**src/rtl/tdc_pkg.sv**
```systemverilog
package tdc_pkg;
    localparam int PH_W     = 3;
    localparam int NUM_STG  = 4;
    localparam int NUM_PH   = 1 << PH_W;
    localparam int LFSR_W   = 16;
    localparam logic [LFSR_W-1:0] LFSR_RST = 16'hACE1;

    typedef logic [PH_W-1:0] phase_t;

    typedef enum logic [2:0] {
        ST_IDLE,
        ST_PRESET,
        ST_RUN,
        ST_CAPTURE,
        ST_DONE
    } meas_state_e;

    typedef struct packed {
        logic   ok;
        phase_t code;
    } phase_dec_t;

    // Stage pattern produced by the ring in phase p (bit i = stage i).
    function automatic logic [NUM_STG-1:0] phase_pattern(phase_t p);
        logic [NUM_STG-1:0] r;
        if (p[2]) r = 4'hF << p[1:0];
        else      r = 4'((5'd1 << p[1:0]) - 5'd1);
        return r;
    endfunction

    function automatic phase_dec_t decode_phase(logic [NUM_STG-1:0] s);
        phase_dec_t r;
        r = '0;
        for (int i = 0; i < NUM_PH; i++) begin
            if (phase_pattern(phase_t'(i)) == s) begin
                r.ok   = 1'b1;
                r.code = phase_t'(i);
            end
        end
        return r;
    endfunction

    // Polynomial x^16 + x^14 + x^13 + x^11 + 1, left-shifting form.
    function automatic logic [LFSR_W-1:0] lfsr_next(logic [LFSR_W-1:0] v);
        return {v[LFSR_W-2:0], v[15] ^ v[13] ^ v[12] ^ v[10]};
    endfunction
endpackage

```
**src/rtl/tdc_lfsr.sv**
```systemverilog
module tdc_lfsr
    import tdc_pkg::*;
(
    input  logic              clk,
    input  logic              rst,
    input  logic              load_i,
    input  logic [LFSR_W-1:0] seed_i,
    input  logic              step_i,
    input  logic              freeze_i,
    output phase_t            phase_o
);
    logic [LFSR_W-1:0] state_q;

    always_ff @(posedge clk) begin
        if (rst)                      state_q <= LFSR_RST;
        else if (load_i)              state_q <= (seed_i == '0) ? LFSR_W'(1) : seed_i;
        else if (step_i && !freeze_i) state_q <= lfsr_next(state_q);
    end

    assign phase_o = state_q[PH_W-1:0];

    // the all-zero lock-up state is never entered
    a_r3_never_zero: assert property (@(posedge clk) disable iff (rst)
        state_q != '0);

    // frozen register holds its value
    a_r4_freeze_hold: assert property (@(posedge clk) disable iff (rst)
        (freeze_i && !load_i) |=> $stable(state_q));
endmodule

```
**src/rtl/tdc_edge_sync.sv**
```systemverilog
module tdc_edge_sync #(
    parameter int STAGES = 2
) (
    input  logic clk,
    input  logic rst,
    input  logic async_i,
    output logic rise_o
);
    localparam int LEN = STAGES + 1;

    logic [LEN-1:0] chain_q;

    always_ff @(posedge clk) begin
        if (rst) chain_q <= '0;
        else     chain_q <= {chain_q[LEN-2:0], async_i};
    end

    assign rise_o = chain_q[STAGES-1] & ~chain_q[STAGES];

    // a single STOP edge yields a single-cycle event
    a_r6_rise_single: assert property (@(posedge clk) disable iff (rst)
        rise_o |=> !rise_o);
endmodule

```
**src/rtl/tdc_phase_decode.sv**
```systemverilog
module tdc_phase_decode
    import tdc_pkg::*;
(
    input  logic [NUM_STG-1:0] stage_i,
    output phase_dec_t         dec_o
);
    always_comb dec_o = decode_phase(stage_i);
endmodule

```
**src/rtl/coarse_tdc_decoder.sv**
```systemverilog
module coarse_tdc_decoder
    import tdc_pkg::*;
#(
    parameter int CNT_W       = 2,
    parameter int SYNC_STAGES = 2
) (
    input  logic                   clk,
    input  logic                   rst,
    input  logic                   start_i,
    input  logic                   stop_i,
    input  logic                   seed_load_i,
    input  logic [15:0]            seed_i,
    input  logic                   lfsr_freeze_i,
    input  logic [3:0]             ring_stage_i,
    output logic                   ring_load_o,
    output logic [2:0]             ring_preset_o,
    output logic                   ring_en_o,
    output logic [CNT_W+2:0]       result_o,
    output logic                   valid_o,
    output logic                   overflow_o,
    output logic                   code_err_o
);
    localparam int RES_W = CNT_W + PH_W;

    meas_state_e      state_q, state_d;
    logic [CNT_W-1:0] cnt_q;
    phase_t           start_ph_q;
    phase_t           lfsr_ph;
    logic             s3_q;
    logic             stop_rise;
    phase_dec_t       dec;
    logic             wrap_now, ovf_now;
    logic [RES_W-1:0] total, interval;

    tdc_lfsr u_lfsr (
        .clk      (clk),
        .rst      (rst),
        .load_i   (seed_load_i),
        .seed_i   (seed_i),
        .step_i   (state_q == ST_PRESET),
        .freeze_i (lfsr_freeze_i),
        .phase_o  (lfsr_ph)
    );

    tdc_edge_sync #(.STAGES(SYNC_STAGES)) u_stop_sync (
        .clk     (clk),
        .rst     (rst),
        .async_i (stop_i),
        .rise_o  (stop_rise)
    );

    tdc_phase_decode u_dec (
        .stage_i (ring_stage_i),
        .dec_o   (dec)
    );

    // A falling edge on the last stage marks a completed period.
    assign wrap_now = s3_q & ~ring_stage_i[NUM_STG-1];
    assign ovf_now  = wrap_now & (&cnt_q);
    assign total    = {cnt_q + CNT_W'(wrap_now), dec.code};
    assign interval = total - RES_W'(start_ph_q);

    always_comb begin
        state_d = state_q;
        case (state_q)
            ST_IDLE:    if (start_i) state_d = ST_PRESET;
            ST_PRESET:  state_d = ST_RUN;
            ST_RUN: begin
                if (ovf_now)        state_d = ST_DONE;
                else if (stop_rise) state_d = ST_CAPTURE;
            end
            ST_CAPTURE: state_d = ST_DONE;
            ST_DONE:    state_d = ST_IDLE;
            default:    state_d = ST_IDLE;
        endcase
    end

    always_ff @(posedge clk) begin
        if (rst) begin
            state_q    <= ST_IDLE;
            cnt_q      <= '0;
            start_ph_q <= '0;
            s3_q       <= 1'b0;
            result_o   <= '0;
            valid_o    <= 1'b0;
            overflow_o <= 1'b0;
            code_err_o <= 1'b0;
        end else begin
            state_q    <= state_d;
            valid_o    <= 1'b0;
            overflow_o <= 1'b0;
            code_err_o <= 1'b0;
            if (state_q == ST_PRESET) begin
                cnt_q      <= '0;
                start_ph_q <= lfsr_ph;
                s3_q       <= lfsr_ph[PH_W-1];
            end else begin
                s3_q <= ring_stage_i[NUM_STG-1];
            end
            if (state_q == ST_RUN && wrap_now)
                cnt_q <= cnt_q + 1'b1;
            if (state_q == ST_RUN && ovf_now) begin
                valid_o    <= 1'b1;
                overflow_o <= 1'b1;
                result_o   <= '1;
            end
            if (state_q == ST_CAPTURE) begin
                valid_o <= 1'b1;
                if (!dec.ok) begin
                    code_err_o <= 1'b1;
                    result_o   <= '0;
                end else if (ovf_now) begin
                    overflow_o <= 1'b1;
                    result_o   <= '1;
                end else begin
                    result_o <= interval;
                end
            end
        end
    end

    assign ring_load_o   = (state_q == ST_PRESET);
    assign ring_en_o     = (state_q == ST_RUN);
    assign ring_preset_o = lfsr_ph;

    // preset cycle is followed by an enabled oscillator
    a_r2_load_then_run: assert property (@(posedge clk) disable iff (rst)
        ring_load_o |=> ring_en_o);
    // preset and enable never overlap
    a_r2_exclusive: assert property (@(posedge clk) disable iff (rst)
        !(ring_load_o && ring_en_o));
    // result strobe lasts one cycle
    a_r6_valid_pulse: assert property (@(posedge clk) disable iff (rst)
        valid_o |=> !valid_o);
    // idle never enables the oscillator directly
    a_r7_idle_no_enable: assert property (@(posedge clk) disable iff (rst)
        (state_q == ST_IDLE) |=> !ring_en_o);
    // overflow reports saturated code with the strobe
    a_r8_ovf_all_ones: assert property (@(posedge clk) disable iff (rst)
        overflow_o |-> (valid_o && (&result_o)));
    // error flag only accompanies a strobe and excludes overflow
    a_r9_err_with_valid: assert property (@(posedge clk) disable iff (rst)
        code_err_o |-> (valid_o && !overflow_o));
endmodule

```
**config.mk**
```make
export PLATFORM = sky130hd
export DESIGN_NAME = coarse_tdc_decoder
export DESIGN_NICKNAME = d
export VERILOG_FILES = /design/src/rtl/tdc_pkg.sv /design/src/rtl/tdc_lfsr.sv /design/src/rtl/tdc_edge_sync.sv /design/src/rtl/tdc_phase_decode.sv /design/src/rtl/coarse_tdc_decoder.sv
export SDC_FILE = /design/constraint.sdc
export NUM_CORES = 1
export LEC_CHECK = 0
export BUFFER_PORTS_ARGS = -buffer_cell sky130_fd_sc_hd__buf_4
export CORE_UTILIZATION = 50
export DETAILED_ROUTE_END_ITERATION = 10
export PLACE_DENSITY = 0.8
export SYNTH_ARGS = -nofsm -noshare
export SYNTH_HDL_FRONTEND = slang
export SYNTH_HIERARCHICAL = 1
export SYNTH_SLANG_ARGS = --single-unit
export TNS_END_PERCENT = 100
```
**constraint.sdc**
```tcl
create_clock -name clk -period 2.1 [get_ports clk]
set_input_delay 0.21 -clock clk [delete_from_list [all_inputs] [get_ports clk]]
set_output_delay 0.21 -clock clk [all_outputs]
set_load 0.01 [all_outputs]
```
# Word level (Yosys, flattened, before mapping)
# Cells that the tools add are included.
[classes] add_sub_neg=3 eq_ne=12 n_mux=28 n_bitwise=9 reduce_logical=13
[op_table] cell="2-to-1 mux 16 bit" n=3
[op_table] cell="2-to-1 mux 4 bit" n=8
[op_table] cell="2-to-1 mux 5 bit" n=4
[op_table] cell="== test 4 bit (first input constant)" n=4
[op_table] cell="zero test 16 bit" n=1
[op_table] cell="one-hot mux 3 bit (4 select lines)" n=1
[op_table] cell="2-to-1 mux 3 bit" n=3
[op_table] cell="2-to-1 mux 1 bit" n=7
[op_table] cell="== test 3 x 2 -> 1 bit (second input constant)" n=2
[op_table] cell="nonzero test 2 bit" n=3
[op_table] cell="subtractor 5 x 3 -> 5 bit" n=1
[op_table] cell="== test 1 x 4 -> 1 bit (first input constant)" n=1
[op_table] cell="== test 2 x 4 -> 1 bit (first input constant)" n=1
[op_table] cell="== test 3 x 4 -> 1 bit (first input constant)" n=1
[op_table] cell="zero test 4 bit" n=1
[op_table] cell="2-to-1 mux 2 bit" n=2
[op_table] cell="AND reduction 2 bit" n=2
[op_table] cell="bitwise AND 1 bit" n=3
[op_table] cell="== test 3 x 1 -> 1 bit (second input constant)" n=1
[op_table] cell="logical AND 1 bit" n=3
[op_table] cell="zero test 3 bit" n=1
[op_table] cell="!= test 3 x 1 -> 1 bit (second input constant)" n=1
[op_table] cell="NOT 1 bit" n=3
[op_table] cell="XOR 1 bit" n=3
[op_table] cell="5 further kinds" n=5
[word_totals] ff_bits=36 output_inout_bits=13

# Longest topological paths before layout
# Gate-level depths: netlist of run 1.
[depth] ltp_word=13 depth_mapped=10

# By module
# Netlist of run 1, hierarchy kept.
[modules_own_cells] mod="tdc_lfsr" instances=1 cells_each=83 area_per_inst_um2=907.1 seq_area_each_um2=320.3
[modules_own_cells] mod="coarse_tdc_decoder" instances=1 cells_each=87 area_per_inst_um2=805.8 seq_area_each_um2=340.3
[modules_own_cells] mod="tdc_edge_sync" instances=1 cells_each=7 area_per_inst_um2=87.6 seq_area_each_um2=60.1
[modules_own_cells] mod="tdc_phase_decode" instances=1 cells_each=11 area_per_inst_um2=86.3 seq_area_each_um2=0.0

# Worst setup path before layout of run 1
# Ideal clock, no wire load.
[synth_path] path_type="register to register" from="reg state_q[0] (netlist name)" to="reg u_lfsr.state_q[12]" setup_ns=0.126 t_arrival_ns=1.775 required_time_ns=1.974 slack_ns=0.199 stages_incl_launch_ff=11 path_buffers=4 path_cell_list="dfxtp_1 -> buf_4 -> or3b_1 -> buf_6 -> inv_2 -> nand2b_4 -> buf_6 -> buf_12 -> mux2_4 -> mux2i_1 -> nor2_1"
[synth_lines] element="to (signal assigned)" line_no="tdc_lfsr.sv:16" rtl="else if (load_i) state_q <= (seed_i == '0) ? LFSR_W'(1) : seed_i;"
[synth_lines] element="to (signal assigned)" line_no="tdc_lfsr.sv:17" rtl="else if (step_i && !freeze_i) state_q <= lfsr_next(state_q);"
[synth_lines] element="to (decl)" line_no="tdc_lfsr.sv:12" rtl="logic [LFSR_W-1:0] state_q;"

==> results of run 1 <==
==> metrics by stage <==
| stage | util (%) | hold slack, ns | setup slack [ns] | std cells | instance area (um^2) |
|---|---|---|---|---|---|
| 2_1_floorplan | - | 0.2816 | 0.1990 | 188 | 1887 |
| 3_3_place_gp | 62.34 | 0.4178 | 0.1740 | 264 | 2162 |
| 3_5_place_dp | 62.34 | 0.4292 | 0.1422 | 264 | 2162 |
| 4_1_cts | 64.94 | 0.1262 | 0.3806 | 272 | 2252 |
| 5_1_grt | 64.94 | 0.1239 | 0.2540 | 272 | 2252 |
| 6_report | 64.94 | 0.1332 | 0.3742 | 272 | 2252 |
==> routing by layer <==
| layer | track usage (%) | wire (um) | vias up |
|---|---|---|---|
| li1 | - | - | 722 |
| met1 | 23.86 | 1728 | 633 |
| met2 | 30.98 | 1558 | 39 |
| met3 | 6.522 | 185 | 6 |
| met4 | 8.523 | 60 | 0 |
| met5 | 0 | 0 | - |
==> state kept, by name (all words and copies together), names as in the netlist <==
signal               count
u_lfsr/state_q          16
result_o                 5
start_ph_q               3
state_q                  3
u_stop_sync/chain_q      3
cnt_q                    2
code_err_o               1
overflow_o               1
s3_q                     1
valid_o                  1
==> logic make-up (layout without fill, tap and decap cells) <==
family	Yosys count	in the layout	synth area share, %
muxes	37	37	22.35
AOI/OAI and AO/OA	20	20	7.096
buffers and inverters	17	55	5.968
DFF	36	36	38.20
and+or+nand+nor	64	64	18.30
adders and majority gates	6	6	4.377
xor gates and xnor gates	8	8	3.714
==> power by group <==
part           leakage [nW]  switching (mW)  internal (mW)
Clock                0.0455           0.236          0.267
Sequential            0.295          0.0230          0.717
Combinational         0.682           0.121          0.148
==> cell usage in the layout, fill, tap and decap left out, types with 2 or more instances in the layout <==
master                     count
sky130_fd_sc_hd__a21oi_1      10
sky130_fd_sc_hd__buf_4        41
sky130_fd_sc_hd__clkbuf_1      2
sky130_fd_sc_hd__clkbuf_8      6
sky130_fd_sc_hd__dfxtp_1      36
sky130_fd_sc_hd__ha_1          5
sky130_fd_sc_hd__inv_1         5
sky130_fd_sc_hd__mux2_2        8
sky130_fd_sc_hd__mux2_4        8
sky130_fd_sc_hd__mux2i_1      20
sky130_fd_sc_hd__nand2_1      11
sky130_fd_sc_hd__nand2b_1     10
sky130_fd_sc_hd__nand3_1       3
sky130_fd_sc_hd__nor2_1       14
sky130_fd_sc_hd__nor2b_1       6
sky130_fd_sc_hd__nor3_1        4
sky130_fd_sc_hd__nor4_1        6
sky130_fd_sc_hd__o21ai_0       2
sky130_fd_sc_hd__o221a_2       3
sky130_fd_sc_hd__xnor2_1       5
sky130_fd_sc_hd__xor2_1        3
==> area by class of cell <==
type | count | area (um^2) | share of cell area [%]
clock buffers | 8 | 90.09 | 4.000
inverters | 6 | 22.52 | 1.000
multi-input cells | 135 | 1054 | 46.78
flip-flops and latches | 36 | 720.7 | 32.00
well taps | 46 | 57.56 | 2.556
repair buffers | 41 | 307.8 | 13.67
==> critical path, stage by stage (launching register included) <==
cell and delay, ns:
sky130_fd_sc_hd__dfxtp_1 0.37, sky130_fd_sc_hd__or3b_1 0.43, sky130_fd_sc_hd__inv_2 0.09, sky130_fd_sc_hd__nand2b_4 0.17, sky130_fd_sc_hd__mux2_4 0.34, sky130_fd_sc_hd__mux2i_1 0.15, sky130_fd_sc_hd__nor2_1 0.05
==> worst paths after layout <==
kind,depth (start not counted),endpoint,from
setup / recovery,6,u_lfsr/state_q[9]$_SDFFE_PP0P_,state_q[1]$_SDFFE_PP0P_
hold reg to reg,1,u_stop_sync/chain_q[1]$_SDFF_PP0_,u_stop_sync/chain_q[0]$_SDFF_PP0_
hold / removal,2,u_stop_sync/chain_q[0]$_SDFF_PP0_,stop_i
setup reg to reg,6,u_lfsr/state_q[9]$_SDFFE_PP0P_,state_q[1]$_SDFFE_PP0P_
==> impl_metrics.yaml, run 1 <==
routing:
  viasPerCell: 5.147
  drc_errors: 0
  routed_wirelength_mm: 3.534
  drtPass1Iterations: 4
  detailedRoute.firstIterationViolations: 46
  dr_total_vias: 1400
  antenna_violating_nets_post_route: 0
  wl_per_cell_um: 12.99
die:
  die_height_um: 63.43
  floorplan.initialDensity_pct: 54.40
  dieArea_um2: 4023
  ioPinCount: 39
  standard_cell_core_area_um2: 3468
  die_width_um: 63.43
  std_cell_rows: 21
clock_tree:
  ctsHtreeMaxLevel: 2
  clkLatencyLatePin_ns: 0.29
  cts_buffers: 5
  cts_post_setup_buffers_inserted: 0
  worst_setup_hold_path_clk_slew_ns: 0.07
  ctsRootBufferMaster: "sky130_fd_sc_hd__clkbuf_8"
  cts_max_path_buffers: 2
  cts_resized: 0
  cts_hold_buf: 0
  cts_tree: "built"
  cts.sink_count: 36
yosys:
  post_synth_num_cell_types: 41
  ys_async_sr_fraction_pct: 0
  synth_largest_area_cell: "sky130_fd_sc_hd__dfxtp_1"
  ys.flop_type: "sky130_fd_sc_hd__dfxtp_1"
  synth_top_cell_area_share_pct: 38.20
  synth-edff-count: 0
  netlist_instances: 188
  net_count_after_synthesis: 220
  synth_top_cells_by_count: "sky130_fd_sc_hd__dfxtp_1 (36), sky130_fd_sc_hd__mux2i_1 (20), sky130_fd_sc_hd__nor2_1 (14), sky130_fd_sc_hd__nand2_1 (11)"
  postSynthAreaPerCell_um2: 10.04
  total_of_flip_flops_plus_latches_after_synthesis: 36
  cell_area_after_synthesis_um2: 1887
  synth_warnings: 6
  netlist_top_cells_area: "sky130_fd_sc_hd__dfxtp_1 (38%), sky130_fd_sc_hd__mux2i_1 (11%), sky130_fd_sc_hd__mux2_4 (6.4%)"
  synthMostInstantiatedCell: "sky130_fd_sc_hd__dfxtp_1"
  part_of_the_yosys_area_used_for_sequential_elements_pct: 38.20
layout:
  n_antenna_cell: 0
  layout_cell_share_with_drive_strength_beyond_1_pct: 30.53
  layout-area-overhead-vs-synth_pct: 19.36
  num-nets-final: 257
  layout.filler_cells: 310
global_route:
  global_route.overflow_total: 0
  gr-usage-all-layers_pct: 19.54
  grt_pass1_wl_mm: 5.982
  grt_antenna_before_repair: 0
  grt_pass1_vias: 1380
  grt_start_max_net_pins: 34
sta:
  relative_slew_slack_pct: 75.89
  final-hold-violation-count: 0
  clock.fmax_mhz: 579.5
  final_min_period_over_clock_period_pct: 82.18
  finalSetupViolations: 0
  worst_pin_slew_ns: 0.3584
  fin_crit_ns: 1.726
  total_negative_slack_for_setup_checks_ns: 0
  slew_viol_final: 0
  fin_worst_skew_ns: 0.002709
  rsz_0062_raised_after_global_routing: "false"
hold_path:
  min-delay-path-class: "input pin to flop"
setup_path:
  worstPathRequired_ns: 2.28
  startpoint_type: "flop"
  critical_path_peak_fanout: 17
  data_arrival_at_the_endpoint_of_the_critical_path_ns: 1.90
  critPathCaptureType: "flop"
  worstSetupPathType: "flop to flop"
  setup.reg_to_reg.worst_slack_ns: 0.37
power:
  vdd_drop_max_mv: 0.4260
  report.power.total_mw: 1.512
  power.static_leakage_nw: 1.023
  power.density_cell_area_nw_per_um2: 671.4
place:
  placement.io_buffers: 38
  hpwl_mm: 2.573
  finalWeightedCongestion: 0.7807
run:
  drv.max_cap_violation_count: 0
status:
  status: "completed"
Power figures use the tool's default switching activity.
==> run 2: changes to the inputs <==
ABC_AREA = 1   (was not set)
CORE_UTILIZATION = 49   (was 50)
PLACE_DENSITY = 0.81   (was 0.8)
clock period = 1.4 ns   (was 2.1 ns; I/O delays follow)
==> run 2 against run 1 <==
  * The flow now finishes with violations (setup timing)
  * Cell count up 39%
  * Fmax up 22%
  * First-iteration DRC count up 140%
  * Global-route usage up 4.2 points
  * Synthesized area up 2.9%
  * Clock power up 54%
  * Clock skew up 0.0083 ns
  * Register-to-register slack worse by 0.39 ns
  * Combinational power rose to 4.5 times the previous value
  * Utilization up 1.8 points
  * Flip-flop and latch count unchanged
  * Non-clock buffer count up 12
  * Critical endpoint is now result_o[4]$_SDFFE_PP0P_
  * Highest routed layer unchanged
==> impl_metrics.yaml, run 2 <==
status:
  status: "finished, violations left"
  failed_checks: "setup timing"
power:
  power.static_leakage_nw: 1.230
  vdd_drop_max_mv: 0.7347
  power.density_cell_area_nw_per_um2: 1299
setup_path:
  setup.reg_to_reg.worst_slack_ns: -0.01
  startpoint_type: "flop"
  critical-path-slowest-cell: "sky130_fd_sc_hd__dfxtp_2"
  crit-reg2reg-launch: "start_ph_q[0]$_SDFFE_PP0P_"
  worstPathRequired_ns: 1.64
  critical_path_peak_fanout: 2
  data_arrival_at_the_endpoint_of_the_critical_path_ns: 1.65
  path_buf_inv: 2
  worstSetupPathType: "flop to flop"
  cp_slowest_stage_delay_ns: 0.36
  worst_r2r_endpoint: "result_o[4]$_SDFFE_PP0P_"
  r2r_cells: 10
  cp_common_cell: "sky130_fd_sc_hd__nand2_1"
  critPathCaptureType: "flop"
  crit_chain: "ha_4 -> inv_2 -> fa_2 -> nand2_2 -> nand3_2 -> inv_1 -> nand2_1 -> nand3_1 -> nand2_1 -> a21oi_2"
  timing.critical_path.max_delay_family: "adder cells"
sta:
  slew_viol_final: 0
  fin_crit_ns: 1.413
  final-hold-violation-count: 0
  relative_slew_slack_pct: 77.18
  finalWorstSetupSlack_ns: -0.01313
  total_negative_slack_for_setup_checks_ns: -0.01313
  fin_worst_skew_ns: 0.01103
  rsz_0062_raised_after_global_routing: "true"
  finalSetupViolations: 1
  worst_pin_slew_ns: 0.3337
  final_min_period_over_clock_period_pct: 100.9
  clock.fmax_mhz: 707.6
global_route:
  gr-usage-all-layers_pct: 23.78
  grt_antenna_before_repair: 0
  grt_pass1_vias: 1738
  grt_pass1_wl_mm: 7.590
  global_route.overflow_total: 0
  grt_start_max_net_pins: 26
layout:
  finish.instance_area_um2: 2500
  reg_top3: "u_lfsr/state_q: 16 flops, result_o: 5 flops"
  register_name_with_the_most_flops: "u_lfsr/state_q"
  layout-area-overhead-vs-synth_pct: 28.74
  largest_register_ffs: 16
  top_library_cells_by_usage_in_the_layout_fill_and_taps_aside: "sky130_fd_sc_hd__nand2_1 (67), sky130_fd_sc_hd__buf_4 (53), sky130_fd_sc_hd__inv_1 (34), sky130_fd_sc_hd__dfxtp_1 (34), sky130_fd_sc_hd__nor2_1 (32)"
  num-nets-final: 361
  layout_cell_share_with_drive_strength_beyond_1_pct: 28.79
  n_antenna_cell: 0
  layout.cells.most_common: "sky130_fd_sc_hd__nand2_1"
yosys:
  ys_async_sr_fraction_pct: 0
  netlist_top_cells_area: "sky130_fd_sc_hd__dfxtp_1 (37%), sky130_fd_sc_hd__nand2_1 (13%), sky130_fd_sc_hd__inv_1 (7.2%)"
  net_count_after_synthesis: 310
  cell_area_after_synthesis_um2: 1942
  netlist_instances: 278
  synth_warnings: 6
  synth-edff-count: 0
  total_of_flip_flops_plus_latches_after_synthesis: 36
  synthMostInstantiatedCell: "sky130_fd_sc_hd__nand2_1"
  part_of_the_yosys_area_used_for_sequential_elements_pct: 37.11
  ys.flop_type: "sky130_fd_sc_hd__dfxtp_1"
  post_synth_num_cell_types: 33
  postSynthAreaPerCell_um2: 6.985
  synth_top_cells_by_count: "sky130_fd_sc_hd__nand2_1 (68), sky130_fd_sc_hd__inv_1 (37), sky130_fd_sc_hd__dfxtp_1 (36), sky130_fd_sc_hd__nor2_1 (34), sky130_fd_sc_hd__nand3_1 (17)"
  synth_top_cell_area_share_pct: 37.11
  synth_largest_area_cell: "sky130_fd_sc_hd__dfxtp_1"
die:
  floorplan.initialDensity_pct: 51.87
  std_cell_rows: 22
  standard_cell_core_area_um2: 3744
  dieArea_um2: 4219
  ioPinCount: 39
  die_height_um: 64.95
  die_width_um: 64.95
hold_path:
  min-delay-path-class: "input pin to flop"
  holdCritStartpoint: "stop_i"
  hold_path_depth: 3
  worstHoldEndpoint: "u_stop_sync/chain_q[0]$_SDFF_PP0_"
routing:
  drc_errors: 0
  antenna_violating_nets_post_route: 0
  viasPerCell: 5.124
  routed_wirelength_mm: 4.702
  wl_per_cell_um: 12.44
  detailedRoute.firstIterationViolations: 109
  drtPass1Iterations: 4
  dr_total_vias: 1937
place:
  hpwl_mm: 3.297
  placedInstanceArea_um2: 2303
  placement.io_buffers: 38
  finalWeightedCongestion: 0.7903
run:
  drv.max_cap_violation_count: 0
clock_tree:
  worst_setup_hold_path_clk_slew_ns: 0.08
  ctsHtreeMaxLevel: 2
  ctsRootBufferMaster: "sky130_fd_sc_hd__clkbuf_8"
  cts.sink_count: 36
  cts_max_path_buffers: 2
  cts_buffers: 5
  cts_tree: "built"
  clkLatencyLatePin_ns: 0.30
==> run 2: changes by cell type after synthesis, moves of 10 or more <==
cell                       before  now
sky130_fd_sc_hd__inv_1          5   37
sky130_fd_sc_hd__mux2i_1       20    0
sky130_fd_sc_hd__nand2_1       11   68
sky130_fd_sc_hd__nand2b_1      10    0
sky130_fd_sc_hd__nand3_1        3   17
sky130_fd_sc_hd__nor2_1        14   34
sky130_fd_sc_hd__o21ai_0        2   13
==> run 2: repair_timing <==
item	CTS	global route
setup buffers	0	2
hold endpoints to repair	0	0
hold buffers	0	0
setup endpoints to repair	3	9
resized for setup	4	17
pin swaps	0	5
gates cloned	0	1
==> run 2: area by class of cell <==
| class | instances | area, um^2 |
|---|---|---|
| fill | 344 | 1244 |
| timing repair buffer | 53 | 397.9 |
| tap | 48 | 60.06 |
| clock inverter | 1 | 7.507 |
| sequential | 36 | 723.2 |
| clock buffer | 7 | 86.33 |
| multi-input combinational | 194 | 1074 |
| inverter | 39 | 151.4 |
==> run 2: worst register-to-register path, stage by stage, from the launching register on <==
cell and delay (ns):
sky130_fd_sc_hd__dfxtp_2 0.36, sky130_fd_sc_hd__ha_4 0.14, sky130_fd_sc_hd__inv_2 0.04, sky130_fd_sc_hd__fa_2 0.35, sky130_fd_sc_hd__nand2_2 0.09, sky130_fd_sc_hd__nand3_2 0.07, sky130_fd_sc_hd__inv_1 0.05, sky130_fd_sc_hd__nand2_1 0.04
sky130_fd_sc_hd__nand3_1 0.06, sky130_fd_sc_hd__nand2_1 0.06, sky130_fd_sc_hd__a21oi_2 0.11
==> run 2: layer usage <==
metal,vias up,part of all wire (%),global-route usage [%]
met3,9,3.8,5.986
met5,-,0,0
met4,0,1.6,7.778
li1,997,-,-
met2,42,48,39.45
met1,889,47,29.74
==> run 2: worst max-delay path by stage <==
stage | from | end | slack (ns) | depth (start not counted)
final | start_ph_q[0]$_SDFFE_PP0P_ | result_o[4]$_SDFFE_PP0P_ | -0.01 | 10
after floorplan | ring_stage_i[1] | result_o[4]$_SDFFE_PP0P_ | -0.03 | 15
after detailed placement | ring_stage_i[0] | result_o[4]$_SDFFE_PP0P_ | -0.26 | 14
after CTS | start_ph_q[0]$_SDFFE_PP0P_ | result_o[4]$_SDFFE_PP0P_ | -0.01 | 10
after global placement | ring_stage_i[0] | result_o[4]$_SDFFE_PP0P_ | -0.21 | 14
after global routing | start_ph_q[0]$_SDFFE_PP0P_ | result_o[4]$_SDFFE_PP0P_ | -0.14 | 10
==> run 2: power by group <==
part	internal (mW)	total [mW]	leakage [nW]	switching (mW)
sequential	1.17	1.26	0.297	0.0984
clock	0.400	0.774	0.0445	0.375
combinational	0.533	1.21	0.889	0.677
==> run 2: cell families (layout without fill, tap and decap cells) <==
kind of cell    count (synthesis)  after routing  share of synthesized area, %
compound gates                 50             50                         15.46
simple gates                  135            136                         30.28
buf+inv                        49            100                         11.98
xor+xnor                        2              2                        0.9022
fa+ha+maj                       6              6                         4.253
flops                          36             36                         37.11
==> run 2: metrics by stage <==
stage	power, mW	cells	utilization [%]	hold slack (ns)	worst slack, ns
finish	3.248	378	66.78	0.05128	-0.01313
detailed placement	2.335	367	61.53	0.3476	-0.2604
global placement	2.304	367	61.53	0.3418	-0.2098
global route	3.472	378	66.78	0.06546	-0.1450
CTS	3.121	375	64.20	0.04404	-0.01200
floorplan	1.956	278	-	0.2112	-0.02721
==> run 3: changes to the inputs <==
CELL_PAD_IN_SITES_DETAIL_PLACEMENT = 1   (was not set)
CELL_PAD_IN_SITES_GLOBAL_PLACEMENT = 1   (was not set)
CORE_UTILIZATION = 35   (was 49)
PLACE_DENSITY = 0.82   (was 0.81)
==> run 3 against run 2 <==
  * The run still ends with setup timing left
  * Clock power barely moved
  * Non-clock buffer count up 3
  * Wire length increased by 17%
  * Count of clock-buffer cells in the layout is 1 higher
  * Cell count grew 6.6%
  * Sequential share of layout area fell by 0.44 points
  * Critical endpoint unchanged
  * Largest power group unchanged
==> impl_metrics.yaml, run 3 (same netlist as run 2, synthesis figures left out) <==
status:
  status: "finished, violations left"
  failed_checks: "setup timing"
place:
  hpwl_mm: 3.992
  placement.setup.worst_slack_ns: -0.3056
  placedInstanceArea_um2: 2361
  finalWeightedCongestion: 0.7968
  placement.io_buffers: 38
  dp.cells: 393
clock_tree:
  cts.sink_count: 36
  ctsRootBufferMaster: "sky130_fd_sc_hd__clkbuf_8"
  cts_hold_buf: 0
  cts_max_path_buffers: 2
  worst_setup_hold_path_clk_slew_ns: 0.08
  cts_tree: "built"
  clkLatencyLatePin_ns: 0.29
  ctsHtreeMaxLevel: 2
  cts_buffers: 5
setup_path:
  data_arrival_at_the_endpoint_of_the_critical_path_ns: 1.68
  cp_common_cell: "sky130_fd_sc_hd__nand2_1"
  worstSetupPathType: "flop to flop"
  cp_slowest_stage_delay_ns: 0.37
  startpoint_type: "flop"
  crit_chain: "ha_4 -> inv_4 -> fa_2 -> nand2_2 -> nand3_2 -> inv_2 -> nand2_1 -> nand3_1 -> nand2_1 -> a21oi_1"
  critical-path-slowest-cell: "sky130_fd_sc_hd__dfxtp_4"
  critPathCaptureType: "flop"
  timing.critical_path.max_delay_family: "adder cells"
  worstPathRequired_ns: 1.63
  critical_path_peak_fanout: 2
  path_buf_inv: 2
layout:
  layout-area-overhead-vs-synth_pct: 31.19
  layout.cells.most_common: "sky130_fd_sc_hd__nand2_1"
  finish.instance_area_um2: 2547
  reg_top3: "u_lfsr/state_q: 16 flops, result_o: 5 flops"
  finalNonFillerCells: 403
  layout_cell_share_with_drive_strength_beyond_1_pct: 29.73
  top_library_cells_by_usage_in_the_layout_fill_and_taps_aside: "sky130_fd_sc_hd__nand2_1 (65), sky130_fd_sc_hd__buf_4 (56), sky130_fd_sc_hd__nor2_1 (34), sky130_fd_sc_hd__dfxtp_1 (34), sky130_fd_sc_hd__inv_1 (32)"
  register_name_with_the_most_flops: "u_lfsr/state_q"
  largest_register_ffs: 16
  layout.filler_cells: 704
  n_antenna_cell: 0
  num-nets-final: 364
  post-route-util_pct: 48.64
sta:
  total_negative_slack_for_setup_checks_ns: -0.05295
  fin_worst_skew_ns: 0.01294
  worst_pin_slew_ns: 0.4934
  final-hold-violation-count: 0
  finalSetupViolations: 2
  fin_crit_ns: 1.443
  slew_viol_final: 0
  finalWorstSetupSlack_ns: -0.04343
  rsz_0062_raised_after_global_routing: "true"
  final_min_period_over_clock_period_pct: 103.1
  clock.fmax_mhz: 692.8
  relative_slew_slack_pct: 67.07
die:
  std_cell_rows: 26
  die_height_um: 76.49
  standard_cell_core_area_um2: 5238
  dieArea_um2: 5850
  ioPinCount: 39
  floorplan.initialDensity_pct: 37.08
  die_width_um: 76.49
routing:
  detailedRoute.firstIterationViolations: 95
  drc_errors: 0
  wl_per_cell_um: 13.59
  dr_total_vias: 1982
  drtPass1Iterations: 4
  antenna_violating_nets_post_route: 0
  viasPerCell: 4.918
  routed_wirelength_mm: 5.478
power:
  power.density_cell_area_nw_per_um2: 1297
  vdd_drop_max_mv: 0.5355
  power.static_leakage_nw: 1.248
global_route:
  global_route.overflow_total: 0
  grt_pass1_vias: 1992
  gr-usage-all-layers_pct: 19.05
  grt_pass1_wl_mm: 8.942
  grt_antenna_before_repair: 0
  grt_start_max_net_pins: 24
run:
  drv.max_cap_violation_count: 0
hold_path:
  min-delay-path-class: "input pin to flop"
## run 3: cell count changes in the layout (fill, tap and decap cells not counted), sizes merged
cell and delta:
buf +3, clkbuf +1, clkinvlp -1
## run 3: cell type report
class | instances | area [um^2] | share of cell area, %
Clock buffer | 8 | 90.09 | 3.536
Inverter | 39 | 153.9 | 6.041
Multi-Input combinational cell | 194 | 1070 | 41.99
Sequential cell | 36 | 725.7 | 28.49
Tap cell | 70 | 87.58 | 3.438
Timing Repair Buffer | 56 | 420.4 | 16.50
## run 3: final timing paths
kind / from / to / slack [ns] / cells after the start
hold / removal: stop_i / u_stop_sync/chain_q[0]$_SDFF_PP0_ / 0.06 / 3
setup / recovery: start_ph_q[0]$_SDFFE_PP0P_ / result_o[4]$_SDFFE_PP0P_ / -0.04 / 10
hold reg to reg: u_stop_sync/chain_q[0]$_SDFF_PP0_ / u_stop_sync/chain_q[1]$_SDFF_PP0_ / 0.40 / 2
setup reg to reg: start_ph_q[0]$_SDFFE_PP0P_ / result_o[4]$_SDFFE_PP0P_ / -0.04 / 10
## run 3: worst min-delay path, cell delays in order
cell and delay, ns:
sky130_fd_sc_hd__buf_4 0.08, sky130_fd_sc_hd__inv_1 0.03, sky130_fd_sc_hd__nor2_1 0.06
## run 3: what timing repair did
action                                  in CTS  in global routing
buffers inserted                             0                  1
endpoints found under the setup margin       3                 11
resized for setup                            8                 15
gates cloned                                 0                  1
pin swaps                                    2                  5
## run 3: metrics by stage
stage	power, mW	hold slack [ns]
after floorplan	1.956	0.2112
after CTS	3.194	0.05798
after global routing	3.526	0.08778
final	3.305	0.05792
after global placement	2.329	0.3464
after detailed placement	2.387	0.3560
## run 3: where the power goes
group / total [mW] / switching (mW) / internal (mW) / leakage (nW)
logic: 1.26 / 0.717 / 0.540 / 0.905
clock network: 0.777 / 0.376 / 0.402 / 0.0455
registers: 1.27 / 0.101 / 1.17 / 0.297
total: 3.31 / 1.19 / 2.11 / 1.25
## run 3: layer usage
layer	global-route usage, %	routed length, um
met3	3.234	141
met5	0	0
met4	6.154	61
met1	23.26	2593
met2	33.69	2681
